$ cat config.mk
export PLATFORM = sky130hd
export DESIGN_NAME = asram_port
export DESIGN_NICKNAME = d
export VERILOG_FILES = /design/src/rtl/asram_pkg.sv /design/src/rtl/asram_timer.sv /design/src/rtl/asram_fsm.sv /design/src/rtl/asram_lane.sv /design/src/rtl/asram_port.sv
export SDC_FILE = /design/constraint.sdc
export NUM_CORES = 1
export LEC_CHECK = 0
export BUFFER_PORTS_ARGS = -buffer_cell sky130_fd_sc_hd__buf_2
export CAP_MARGIN = 5
export CORE_MARGIN = 3
export CORE_UTILIZATION = 49
export DETAILED_ROUTE_END_ITERATION = 10
export PLACE_DENSITY = 0.79
export SLEW_MARGIN = 20
export SYNTH_ARGS = -nofsm -noshare
export SYNTH_HDL_FRONTEND = slang
export SYNTH_SLANG_ARGS = --single-unit
$ cat constraint.sdc
create_clock -name clk_i -period 2.39 [get_ports clk_i]
set_clock_uncertainty 0.05 [all_clocks]
set_input_delay 0.478 -clock clk_i [delete_from_list [all_inputs] [get_ports clk_i]]
set_output_delay 0.478 -clock clk_i [all_outputs]
set_load 0.01 [all_outputs]
$ cat src/rtl/asram_pkg.sv
package asram_pkg;
  localparam int LANE_W = 8;

  typedef enum logic [2:0] {
    ST_IDLE,
    ST_SETUP,
    ST_ACCESS,
    ST_HOLD,
    ST_RECOVER
  } st_e;
endpackage

$ cat src/rtl/asram_timer.sv
module asram_timer #(
  parameter int CW = 3
) (
  input  logic          clk_i,
  input  logic          rst_ni,
  input  logic          load_i,
  input  logic [CW-1:0] val_i,
  output logic          done_o
);
  logic [CW-1:0] cnt_q;

  always_ff @(posedge clk_i or negedge rst_ni) begin
    if (!rst_ni)             cnt_q <= '0;
    else if (load_i)         cnt_q <= val_i;
    else if (cnt_q != '0)    cnt_q <= cnt_q - 1'b1;
  end

  assign done_o = (cnt_q == '0);

  AST_TIMER_NO_WRAP: assert property (@(posedge clk_i) disable iff (!rst_ni)
    (!load_i && $past(!load_i) && $past(cnt_q) == '0) |-> cnt_q == '0);
endmodule

$ cat src/rtl/asram_fsm.sv
module asram_fsm
  import asram_pkg::*;
#(
  parameter int SETUP_CYC = 1,
  parameter int RD_CYC    = 6,
  parameter int WR_CYC    = 5,
  parameter int HOLD_CYC  = 1,
  parameter int REC_CYC   = 1,
  parameter int NB        = 2
) (
  input  logic          clk_i,
  input  logic          rst_ni,
  input  logic          req_i,
  input  logic          we_i,
  input  logic [NB-1:0] be_i,
  output logic          ready_o,
  output logic          accept_o,
  output st_e           st_d_o,
  output logic          we_q_o,
  output logic [NB-1:0] be_q_o,
  output logic          capture_o
);
  localparam int M1   = (SETUP_CYC > RD_CYC) ? SETUP_CYC : RD_CYC;
  localparam int M2   = (WR_CYC > HOLD_CYC) ? WR_CYC : HOLD_CYC;
  localparam int M3   = (M1 > M2) ? M1 : M2;
  localparam int MAXC = (M3 > REC_CYC) ? M3 : REC_CYC;
  localparam int CW   = $clog2(MAXC + 1);

  st_e           st_q, st_d;
  logic          we_q;
  logic [NB-1:0] be_q;
  logic          done;
  logic [CW-1:0] load_val;

  assign ready_o  = (st_q == ST_IDLE);
  assign accept_o = req_i && ready_o;

  always_comb begin
    st_d = st_q;
    unique case (st_q)
      ST_IDLE:    if (accept_o) st_d = ST_SETUP;
      ST_SETUP:   if (done)     st_d = ST_ACCESS;
      ST_ACCESS:  if (done)     st_d = ST_HOLD;
      ST_HOLD:    if (done)     st_d = ST_RECOVER;
      ST_RECOVER: if (done)     st_d = ST_IDLE;
      default:                  st_d = ST_IDLE;
    endcase
  end

  always_comb begin
    unique case (st_d)
      ST_SETUP:   load_val = CW'(SETUP_CYC - 1);
      ST_ACCESS:  load_val = we_q ? CW'(WR_CYC - 1) : CW'(RD_CYC - 1);
      ST_HOLD:    load_val = CW'(HOLD_CYC - 1);
      ST_RECOVER: load_val = CW'(REC_CYC - 1);
      default:    load_val = '0;
    endcase
  end

  asram_timer #(.CW(CW)) i_timer (
    .clk_i  (clk_i),
    .rst_ni (rst_ni),
    .load_i (st_d != st_q),
    .val_i  (load_val),
    .done_o (done)
  );

  always_ff @(posedge clk_i or negedge rst_ni) begin
    if (!rst_ni) begin
      st_q <= ST_IDLE;
      we_q <= 1'b0;
      be_q <= '0;
    end else begin
      st_q <= st_d;
      if (accept_o) begin
        we_q <= we_i;
        be_q <= be_i;
      end
    end
  end

  assign st_d_o    = st_d;
  assign we_q_o    = we_q;
  assign be_q_o    = be_q;
  assign capture_o = (st_q == ST_ACCESS) && done && !we_q;

  AST_READY_DROPS: assert property (@(posedge clk_i) disable iff (!rst_ni)
    accept_o |=> !ready_o);
  AST_ACCESS_AFTER_SETUP: assert property (@(posedge clk_i) disable iff (!rst_ni)
    (st_q == ST_ACCESS && $past(st_q) != ST_ACCESS) |-> $past(st_q) == ST_SETUP);
  AST_REQ_LATCHED_STABLE: assert property (@(posedge clk_i) disable iff (!rst_ni)
    (!ready_o && $past(!ready_o)) |-> ($stable(we_q) && $stable(be_q)));
endmodule

$ cat src/rtl/asram_lane.sv
module asram_lane
  import asram_pkg::*;
(
  input  logic              clk_i,
  input  logic              rst_ni,
  input  logic              accept_i,
  input  logic [LANE_W-1:0] wbyte_i,
  input  logic              en_i,
  input  logic              act_d_i,
  input  logic              cap_i,
  input  logic [LANE_W-1:0] dq_i,
  output logic              bs_n_o,
  output logic [LANE_W-1:0] wbyte_o,
  output logic [LANE_W-1:0] rbyte_o
);
  always_ff @(posedge clk_i or negedge rst_ni) begin
    if (!rst_ni) begin
      bs_n_o  <= 1'b1;
      wbyte_o <= '0;
      rbyte_o <= '0;
    end else begin
      bs_n_o <= !(act_d_i && en_i);
      if (accept_i) wbyte_o <= wbyte_i;
      if (cap_i)    rbyte_o <= en_i ? dq_i : '0;
    end
  end

  AST_LANE_STROBE_ENABLED: assert property (@(posedge clk_i) disable iff (!rst_ni)
    !bs_n_o |-> en_i);
  AST_LANE_MASKED_ZERO: assert property (@(posedge clk_i) disable iff (!rst_ni)
    ($past(cap_i) && !$past(en_i)) |-> rbyte_o == '0);
endmodule

$ cat src/rtl/asram_port.sv
module asram_port
  import asram_pkg::*;
#(
  parameter int ADDR_W    = 19,
  parameter int DATA_W    = 16,
  parameter int SETUP_CYC = 1,
  parameter int RD_CYC    = 6,
  parameter int WR_CYC    = 5,
  parameter int HOLD_CYC  = 1,
  parameter int REC_CYC   = 1,
  localparam int NB       = DATA_W / LANE_W
) (
  input  logic              clk_i,
  input  logic              rst_ni,
  input  logic              req_i,
  input  logic              we_i,
  input  logic [ADDR_W-1:0] addr_i,
  input  logic [DATA_W-1:0] wdata_i,
  input  logic [NB-1:0]     be_i,
  output logic              ready_o,
  output logic [DATA_W-1:0] rdata_o,
  output logic              rvalid_o,
  output logic [ADDR_W-1:0] mem_addr_o,
  output logic              mem_ce_no,
  output logic              mem_we_no,
  output logic              mem_oe_no,
  output logic [NB-1:0]     mem_bs_no,
  output logic [DATA_W-1:0] mem_dq_o,
  output logic              mem_dq_oe_o,
  input  logic [DATA_W-1:0] mem_dq_i
);
  logic          accept, we_q, capture, act_d, any_be;
  logic [NB-1:0] be_q;
  st_e           st_d;

  asram_fsm #(
    .SETUP_CYC (SETUP_CYC),
    .RD_CYC    (RD_CYC),
    .WR_CYC    (WR_CYC),
    .HOLD_CYC  (HOLD_CYC),
    .REC_CYC   (REC_CYC),
    .NB        (NB)
  ) i_fsm (
    .clk_i     (clk_i),
    .rst_ni    (rst_ni),
    .req_i     (req_i),
    .we_i      (we_i),
    .be_i      (be_i),
    .ready_o   (ready_o),
    .accept_o  (accept),
    .st_d_o    (st_d),
    .we_q_o    (we_q),
    .be_q_o    (be_q),
    .capture_o (capture)
  );

  assign act_d  = (st_d == ST_ACCESS);
  assign any_be = |be_q;

  for (genvar i = 0; i < NB; i++) begin : g_lane
    asram_lane i_lane (
      .clk_i    (clk_i),
      .rst_ni   (rst_ni),
      .accept_i (accept),
      .wbyte_i  (wdata_i[i*LANE_W +: LANE_W]),
      .en_i     (be_q[i]),
      .act_d_i  (act_d),
      .cap_i    (capture),
      .dq_i     (mem_dq_i[i*LANE_W +: LANE_W]),
      .bs_n_o   (mem_bs_no[i]),
      .wbyte_o  (mem_dq_o[i*LANE_W +: LANE_W]),
      .rbyte_o  (rdata_o[i*LANE_W +: LANE_W])
    );
  end

  always_ff @(posedge clk_i or negedge rst_ni) begin
    if (!rst_ni) begin
      mem_addr_o  <= '0;
      mem_ce_no   <= 1'b1;
      mem_we_no   <= 1'b1;
      mem_oe_no   <= 1'b1;
      mem_dq_oe_o <= 1'b0;
      rvalid_o    <= 1'b0;
    end else begin
      if (accept) mem_addr_o <= addr_i;
      mem_ce_no   <= !(act_d && any_be);
      mem_we_no   <= !(act_d && any_be && we_q);
      mem_oe_no   <= !(act_d && any_be && !we_q);
      // drive one cycle late on both edges of the write pulse
      mem_dq_oe_o <= !mem_we_no;
      rvalid_o    <= capture;
    end
  end

  AST_ADDR_MOVES_IDLE: assert property (@(posedge clk_i) disable iff (!rst_ni)
    !$stable(mem_addr_o) |-> (mem_ce_no && mem_we_no && (&mem_bs_no) &&
      $past(mem_ce_no) && $past(mem_we_no) && $past(&mem_bs_no)));
  AST_OE_HIGH_IN_WRITE: assert property (@(posedge clk_i) disable iff (!rst_ni)
    !mem_we_no |-> (mem_oe_no && !mem_ce_no));
  AST_NO_DRIVE_IN_READ: assert property (@(posedge clk_i) disable iff (!rst_ni)
    mem_dq_oe_o |-> mem_oe_no);
  AST_DRIVE_AFTER_FALL: assert property (@(posedge clk_i) disable iff (!rst_ni)
    $fell(mem_we_no) |=> mem_dq_oe_o);
  AST_RVALID_PULSE: assert property (@(posedge clk_i) disable iff (!rst_ni)
    rvalid_o |=> !rvalid_o);
  AST_STROBE_NEEDS_CE: assert property (@(posedge clk_i) disable iff (!rst_ni)
    !(&mem_bs_no) |-> !mem_ce_no);
endmodule

==> results of run 1 <==
## path summary, 6_finish.rpt
| kind | from | endpoint | slack [ns] | depth (start not counted) |
|---|---|---|---|---|
| min in group clk_i | wdata_i[11] | g_lane[1].i_lane.wbyte_o[3] | 0.33 | 2 |
| max in group asynchronous | rst_ni | mem_ce_no | 1.84 | 2 |
| worst min register to register | mem_we_no | mem_dq_oe_o | 0.39 | 1 |
| worst min-delay path | rst_ni | mem_addr_o[13] | 0.11 | 2 |
| worst max register to register | i_fsm.st_q[1] | mem_addr_o[8] | 0.38 | 2 |
| worst max-delay path | i_fsm.st_q[1] | mem_addr_o[8] | 0.38 | 2 |
## synth_stat cells, drive strengths merged, types with 2 or more instances
| master | instances |
|---|---|
| a21oi | 2 |
| and2 | 2 |
| buf | 10 |
| clkbuf | 3 |
| dfrtp | 62 |
| dfstp | 5 |
| ha | 2 |
| inv | 21 |
| mux2 | 38 |
| mux2i | 17 |
| nand2 | 18 |
| nand2b | 4 |
| nand3b | 4 |
| nor2 | 3 |
| nor2b | 2 |
| o21ai | 3 |
| o32ai | 2 |
## through the flow
| stage | hold WS (ns) | area [µm²] |
|---|---|---|
| after floorplan | 0.1324 | 2990 |
| after global placement | 0.3650 | 3550 |
| after detailed placement | 0.3783 | 3550 |
| after CTS | 0.1262 | 3756 |
| after global routing | 0.1473 | 3756 |
| final | 0.1134 | 3756 |
## area by class of cell
| type | instances | area, µm² |
|---|---|---|
| Fill cell | 441 | 1953 |
| Sequential cell | 67 | 1683 |
| Multi-Input combinational cell | 112 | 1095 |
| Timing Repair Buffer | 117 | 603.1 |
| Clock buffer | 15 | 176.4 |
| Tap cell | 72 | 90.09 |
| Inverter | 21 | 78.83 |
| Clock inverter | 1 | 30.03 |
## flip-flops by register name, summed over array words and instances, names as in the netlist, 2 cells and up
register	flops
g_lane.i_lane.bs_n_o	2
g_lane.i_lane.wbyte_o	16
i_fsm.st_q	3
i_fsm.be_q_o	2
g_lane.i_lane.rbyte_o	16
mem_addr_o	19
i_fsm.i_timer.cnt_q	3
## power by group
part	switching, µW	internal, µW	total, µW
combinational	1020	1260	2270
sequential	382	1720	2110
clock	372	570	942
total	1770	3550	5320
## worst max-delay path: cells and delay by family, from the launching register on
kind             cells  cell delay (ns)
muxes                1             0.41
DFF                  1             0.49
and+or+nand+nor      1             0.92
## layer usage
layer | wire, µm | GRT usage [%] | vias to the layer above
met2 | 2376 | 22.88 | 98
met1 | 2745 | 24.44 | 944
met5 | 0 | 0 | -
met3 | 579 | 5.923 | 9
met4 | 100 | 8.187 | 0
li1 | - | - | 939
## layout by cell type, fill, tap and decap left out, types with 3 or more instances in the layout
| master | Yosys | routed |
|---|---|---|
| buf_2 | 2 | 115 |
| dfrtp_1 | 62 | 62 |
| mux2_4 | 38 | 38 |
| inv_1 | 21 | 21 |
| nand2_1 | 17 | 17 |
| mux2i_1 | 17 | 17 |
| clkbuf_8 | 0 | 12 |
| dfstp_2 | 5 | 5 |
| nand3b_1 | 4 | 4 |
| nand2b_1 | 4 | 4 |
| nor2_1 | 3 | 3 |
| o21ai_0 | 3 | 3 |
| clkbuf_1 | 3 | 3 |
## logic make-up (layout without fill, tap and decap cells)
kind of cell / after synthesis / in the layout / synth area share (%)
and+or+nand+nor: 44 / 44 / 8.536
muxes: 55 / 55 / 24.77
adders and majority gates: 2 / 2 / 0.8367
AOI/OAI and AO/OA: 10 / 10 / 2.176
xor gates and xnor gates: 1 / 1 / 0.2929
DFF: 67 / 67 / 56.28
buffers and inverters: 34 / 154 / 7.113
==> flow_metrics.tcl, run 1 <==
set metrics [dict create \
    clock_latency_ns 0.32 \
    final_antenna_net_count 0 \
    cts_buffer_depth 2 \
    drc 0 \
    cts_root_buf "clkbuf_8" \
    path_clk_slew_ns 0.06 \
    hold_class "in2async" \
    layout-drive-gt1-share_pct 53.15 \
    grt_overflow_total 0 \
    yosysWarnings 0 \
    worstPathMaxFanout 41 \
    rows 27 \
    grtUsageTotal_pct 17.02 \
    worstSetupEndpointType "flip-flop" \
    synth_top_area_cell "dfrtp_1" \
    p_leak_uw 0.002106 \
    layout_min_cycle_time_ns 2.008 \
    wire_per_inst_um 14.32 \
    report.final.slew_viol_count 0 \
    place_inst 389 \
    clock.fmax_mhz 498.1 \
    nets 387 \
    fin_crit_sh_pct 84.00 \
    cts_resized 0 \
    path_cells "or4b_4 > mux2_4" \
    dieHeight_um 84.12 \
    setup_tns_ns 0 \
    synth_nets 272 \
    ios 116 \
    finalNonFillerCells 405 \
    vdd_drop_max_mv 0.7037 \
    drt_iter0_markers 86 \
    setup_slack_ns 0.3825 \
    slowest_stage "or4b_4" \
    synth_top_area_share_pct 51.88 \
    fp.dieW_um 84.12 \
    ys_types 37 \
    cts_htree_levels 3 \
    clock_sinks 67 \
    holdBufCountCts 0 \
    drt-pass1-iter-count 4 \
    power.total_uw 5319 \
    finalHoldViolations 0 \
    core_area_um2 5709 \
    power_density_nw_per_um2 1416 \
    critPathArrivalTime_ns 2.16 \
    critPathMaxStageDelay_ns 0.92 \
    finalSetupViolCount 0 \
    grt_pass1_vias 1959 \
    cts_buffers 9 \
    ys.flop_type "dfrtp_1" \
    area_delta_synth_final_pct 25.61 \
    cp.required_ns 2.54 \
    grt_setup_unrepaired "false" \
    syn_area_per_cell_um2 14.04 \
    synth_edf_count 0 \
    ys_ff_latch 67 \
    timing.slew.headroom_pct 49.99 \
    cts_tree "yes" \
    vias 1990 \
    final_core_util_pct 65.79 \
    drt-vias-per-instance 4.914 \
    criticalPathCategory "reg2reg" \
    synthCells 213 \
    port_buffers 115 \
    ys_seq_area_share_pct 56.28 \
    syn_area_um2 2990 \
    tightestPinTransition_ns 0.7502 \
    synth-async-reset-ratio_pct 100.0 \
    grt_max_degree 68 \
    antenna_found_initial 0 \
    drt-total-wl_um 5801 \
    grt_pass1_wl_um 9577 \
    dpl.hpwl_um 4126 \
    die_area_um2 7076 \
    cap_violations 0 \
    preCtsSetupSlack_ns 0.3965 \
    place_congestion 0.8441 \
    synth_area_leaders "dfrtp_1 (52%), mux2_4 (19%), mux2i_1 (5.7%), dfstp_2 (4.4%), inv_1 (2.6%)" \
    diodes 0 \
    cts_setup_buffers 0 \
    status "finished clean" \
    startpoint_type "flip-flop" \
    start_util_pct 52.38 \
]
Note: power is estimated with default switching activity, not from simulation.
==> inputs of run 2 (changes only) <==
--- a/config.mk
+++ b/config.mk
@@ -5,12 +5,13 @@
 export SDC_FILE = /design/constraint.sdc
 export NUM_CORES = 1
 export LEC_CHECK = 0
+export ABC_AREA = 1
 export BUFFER_PORTS_ARGS = -buffer_cell sky130_fd_sc_hd__buf_2
 export CAP_MARGIN = 5
 export CORE_MARGIN = 3
-export CORE_UTILIZATION = 49
+export CORE_UTILIZATION = 47
 export DETAILED_ROUTE_END_ITERATION = 10
-export PLACE_DENSITY = 0.79
+export PLACE_DENSITY = 0.78
 export SLEW_MARGIN = 20
 export SYNTH_ARGS = -nofsm -noshare
 export SYNTH_HDL_FRONTEND = slang
==> constraint.sdc (replaced) <==
create_clock -name clk_i -period 1.95 [get_ports clk_i]
set_clock_uncertainty 0.05 [all_clocks]
set_input_delay 0.39 -clock clk_i [delete_from_list [all_inputs] [get_ports clk_i]]
set_output_delay 0.39 -clock clk_i [all_outputs]
set_load 0.01 [all_outputs]
==> run 2 against run 1 <==
Critical path depth up 5. Largest power group is now sequential cells. Non-clock buffer count up 2. Core utilization up 0.93 points. Critical endpoint is now g_lane[1].i_lane.rbyte_o[5]. Final area down 5.2%. Clock power up 45%. Setup slack worse by 0.11 ns.
==> flow_metrics.tcl, run 2 <==
set metrics [dict create \
    drt-pass1-iter-count 4 \
    preCtsSetupSlack_ns 0.2761 \
    final_area_um2 3560 \
    grt_max_degree 68 \
    synth_nets 276 \
    critPathLaunch "i_fsm.i_timer.cnt_q[0]" \
    holdBufCountCts 0 \
    clockPowerShare_pct 22.0 \
    mostFrequentLayoutCell "buf_2" \
    power_density_nw_per_um2 1748 \
    p_sw_share_pct 34.79 \
    cp.required_ns 2.16 \
    synth_area_leaders "dfrtp_1 (58%), mux2_2 (15%), dfstp_2 (4.9%), nand3_1 (3.7%), inv_1 (3.6%)" \
    ios 116 \
    drt-vias-per-instance 4.749 \
    start_util_pct 50.54 \
    setup_tns_ns 0 \
    p_seq_share_pct 39.6 \
    port_buffers 115 \
    comb_power_share_pct 38.4 \
    cts_setup_buffers 0 \
    top_register "mem_addr_o" \
    area_delta_synth_final_pct 32.02 \
    finalSetupViolCount 0 \
    yosysWarnings 0 \
    finalHoldViolations 0 \
    hold_class "in2async" \
    path_clk_slew_ns 0.07 \
    timing.slew.headroom_pct 75.84 \
    wire_per_inst_um 13.21 \
    tightestPinTransition_ns 0.3624 \
    clock_latency_ns 0.34 \
    synth_top_area_share_pct 57.54 \
    report.final.slew_viol_count 0 \
    nets 395 \
    grt_pass1_wl_um 8328 \
    vias 1952 \
    place_congestion 0.7921 \
    dpl.hpwl_um 4020 \
    drc 0 \
    grt_setup_unrepaired "false" \
    clock.fmax_mhz 596.7 \
    grt_overflow_total 0 \
    largestRegisters "mem_addr_o x19, g_lane.i_lane.rbyte_o x16, g_lane.i_lane.wbyte_o x16" \
    worstSetupEndpointType "flip-flop" \
    clock_sinks 67 \
    ys.flop_type "dfrtp_1" \
    ys_ff_latch 67 \
    synth_common_cells "dfrtp_1 (62), mux2_2 (37), inv_1 (26)" \
    layout_min_cycle_time_ns 1.676 \
    core_area_um2 5335 \
    syn_area_um2 2696 \
    cts_root_buf "clkbuf_8" \
    drt_iter0_markers 41 \
    fp.dieW_um 81.74 \
    synth-async-reset-ratio_pct 100.0 \
    reg2reg_from "i_fsm.i_timer.cnt_q[0]" \
    yosysMostFrequentCell "dfrtp_1" \
    synthCells 217 \
    worstPathMaxFanout 33 \
    cts_buffers 9 \
    die_area_um2 6681 \
    power_switching_uw 2165 \
    cts_htree_levels 3 \
    setup_slack_ns 0.2741 \
    ys_types 26 \
    drt-total-wl_um 5431 \
    largest_reg_flops 19 \
    antenna_found_initial 0 \
    criticalPathCategory "reg2reg" \
    vdd_drop_max_mv 0.8296 \
    grt_pass1_vias 1892 \
    diodes 0 \
    synth_edf_count 0 \
    ys_seq_area_share_pct 62.41 \
    layout-drive-gt1-share_pct 54.25 \
    final_core_util_pct 66.72 \
    rows 26 \
    dieHeight_um 81.74 \
    fin_crit_sh_pct 85.94 \
    status "finished clean" \
    startpoint_type "flip-flop" \
    synth_top_area_cell "dfrtp_1" \
    critPathArrivalTime_ns 1.88 \
    grtUsageTotal_pct 16.98 \
    cts_buffer_depth 2 \
    fin_hold_ws_ns 0.006624 \
    internal-power_uw 4057 \
    syn_area_per_cell_um2 12.43 \
    place_area_um2 3319 \
    p_leak_uw 0.001810 \
    mostFrequentLayoutCells "buf_2 (115), dfrtp_1 (62), mux2_2 (37)" \
    cap_violations 0 \
    cts_resized 0 \
    cts_tree "yes" \
    final_antenna_net_count 0 \
]
-- run 2: cell count changes after synthesis, sizes merged, moves of 4 or more --
cell,delta
o21ai,+14
nand3,+22
mux2i,-17
nand3b,-4
nand2b,-4
inv,+5
-- run 2: area by class of cell --
class | instances | area [µm²]
fill | 433 | 1775
sequential | 67 | 1683
clock inverter | 7 | 116.4
inverter | 26 | 97.59
multi-input combinational | 113 | 833.3
tap | 70 | 87.58
timing repair buffer | 119 | 618.1
clock buffer | 9 | 123.9
-- run 2: metal layers --
layer	track usage, %	vias to the layer above	wire, µm
met2	27.46	85	2673
met5	0	-	0
met3	8.224	11	526
met4	6.645	0	107
met1	19.35	899	2123
li1	-	957	-
-- run 2: kinds of logic after synthesis --
group | synth area share [%]
adder cells (fa/ha/maj) | 0.9279
multiplexers | 15.45
buffers and inverters | 6.682
AND/OR/NAND/NOR | 9.467
flip-flops | 62.41
AO/OA/AOI/OAI | 4.733
XOR/XNOR | 0.3249
-- run 2: per-stage QoR --
step	power, µW	cells
floorplan	4017	217
global placement	4812	395
detailed placement	4935	395
CTS	6313	411
global route	6682	411
finish	6221	411
-- run 2: worst max-delay path: stages (launching register included) --
cell     delay (ns)
dfrtp_1        0.38
inv_1          0.10
ha_1           0.18
nand2_1        0.17
nor3_2         0.20
buf_4          0.30
nand3_1        0.11
o21ai_0        0.10
-- run 2: power groups by stage --
stage	clock network, µW	logic (µW)	registers [µW]
finish	1370	2390	2470
global route	1470	2660	2550
CTS	1400	2440	2470
detailed placement	0	2450	2490
global placement	0	2360	2450
floorplan	0	1330	2690
-- run 2: worst paths after layout --
path / slack [ns] / to / cells after the start
max in group asynchronous: 1.53 / mem_we_no / 2
min reg2reg: 0.39 / mem_dq_oe_o / 1
max: 0.27 / g_lane[1].i_lane.rbyte_o[5] / 7
min in group clk_i: 0.22 / g_lane[0].i_lane.wbyte_o[0] / 2
min: 0.007 / g_lane[0].i_lane.rbyte_o[5] / 2
max reg2reg: 0.27 / g_lane[1].i_lane.rbyte_o[5] / 7
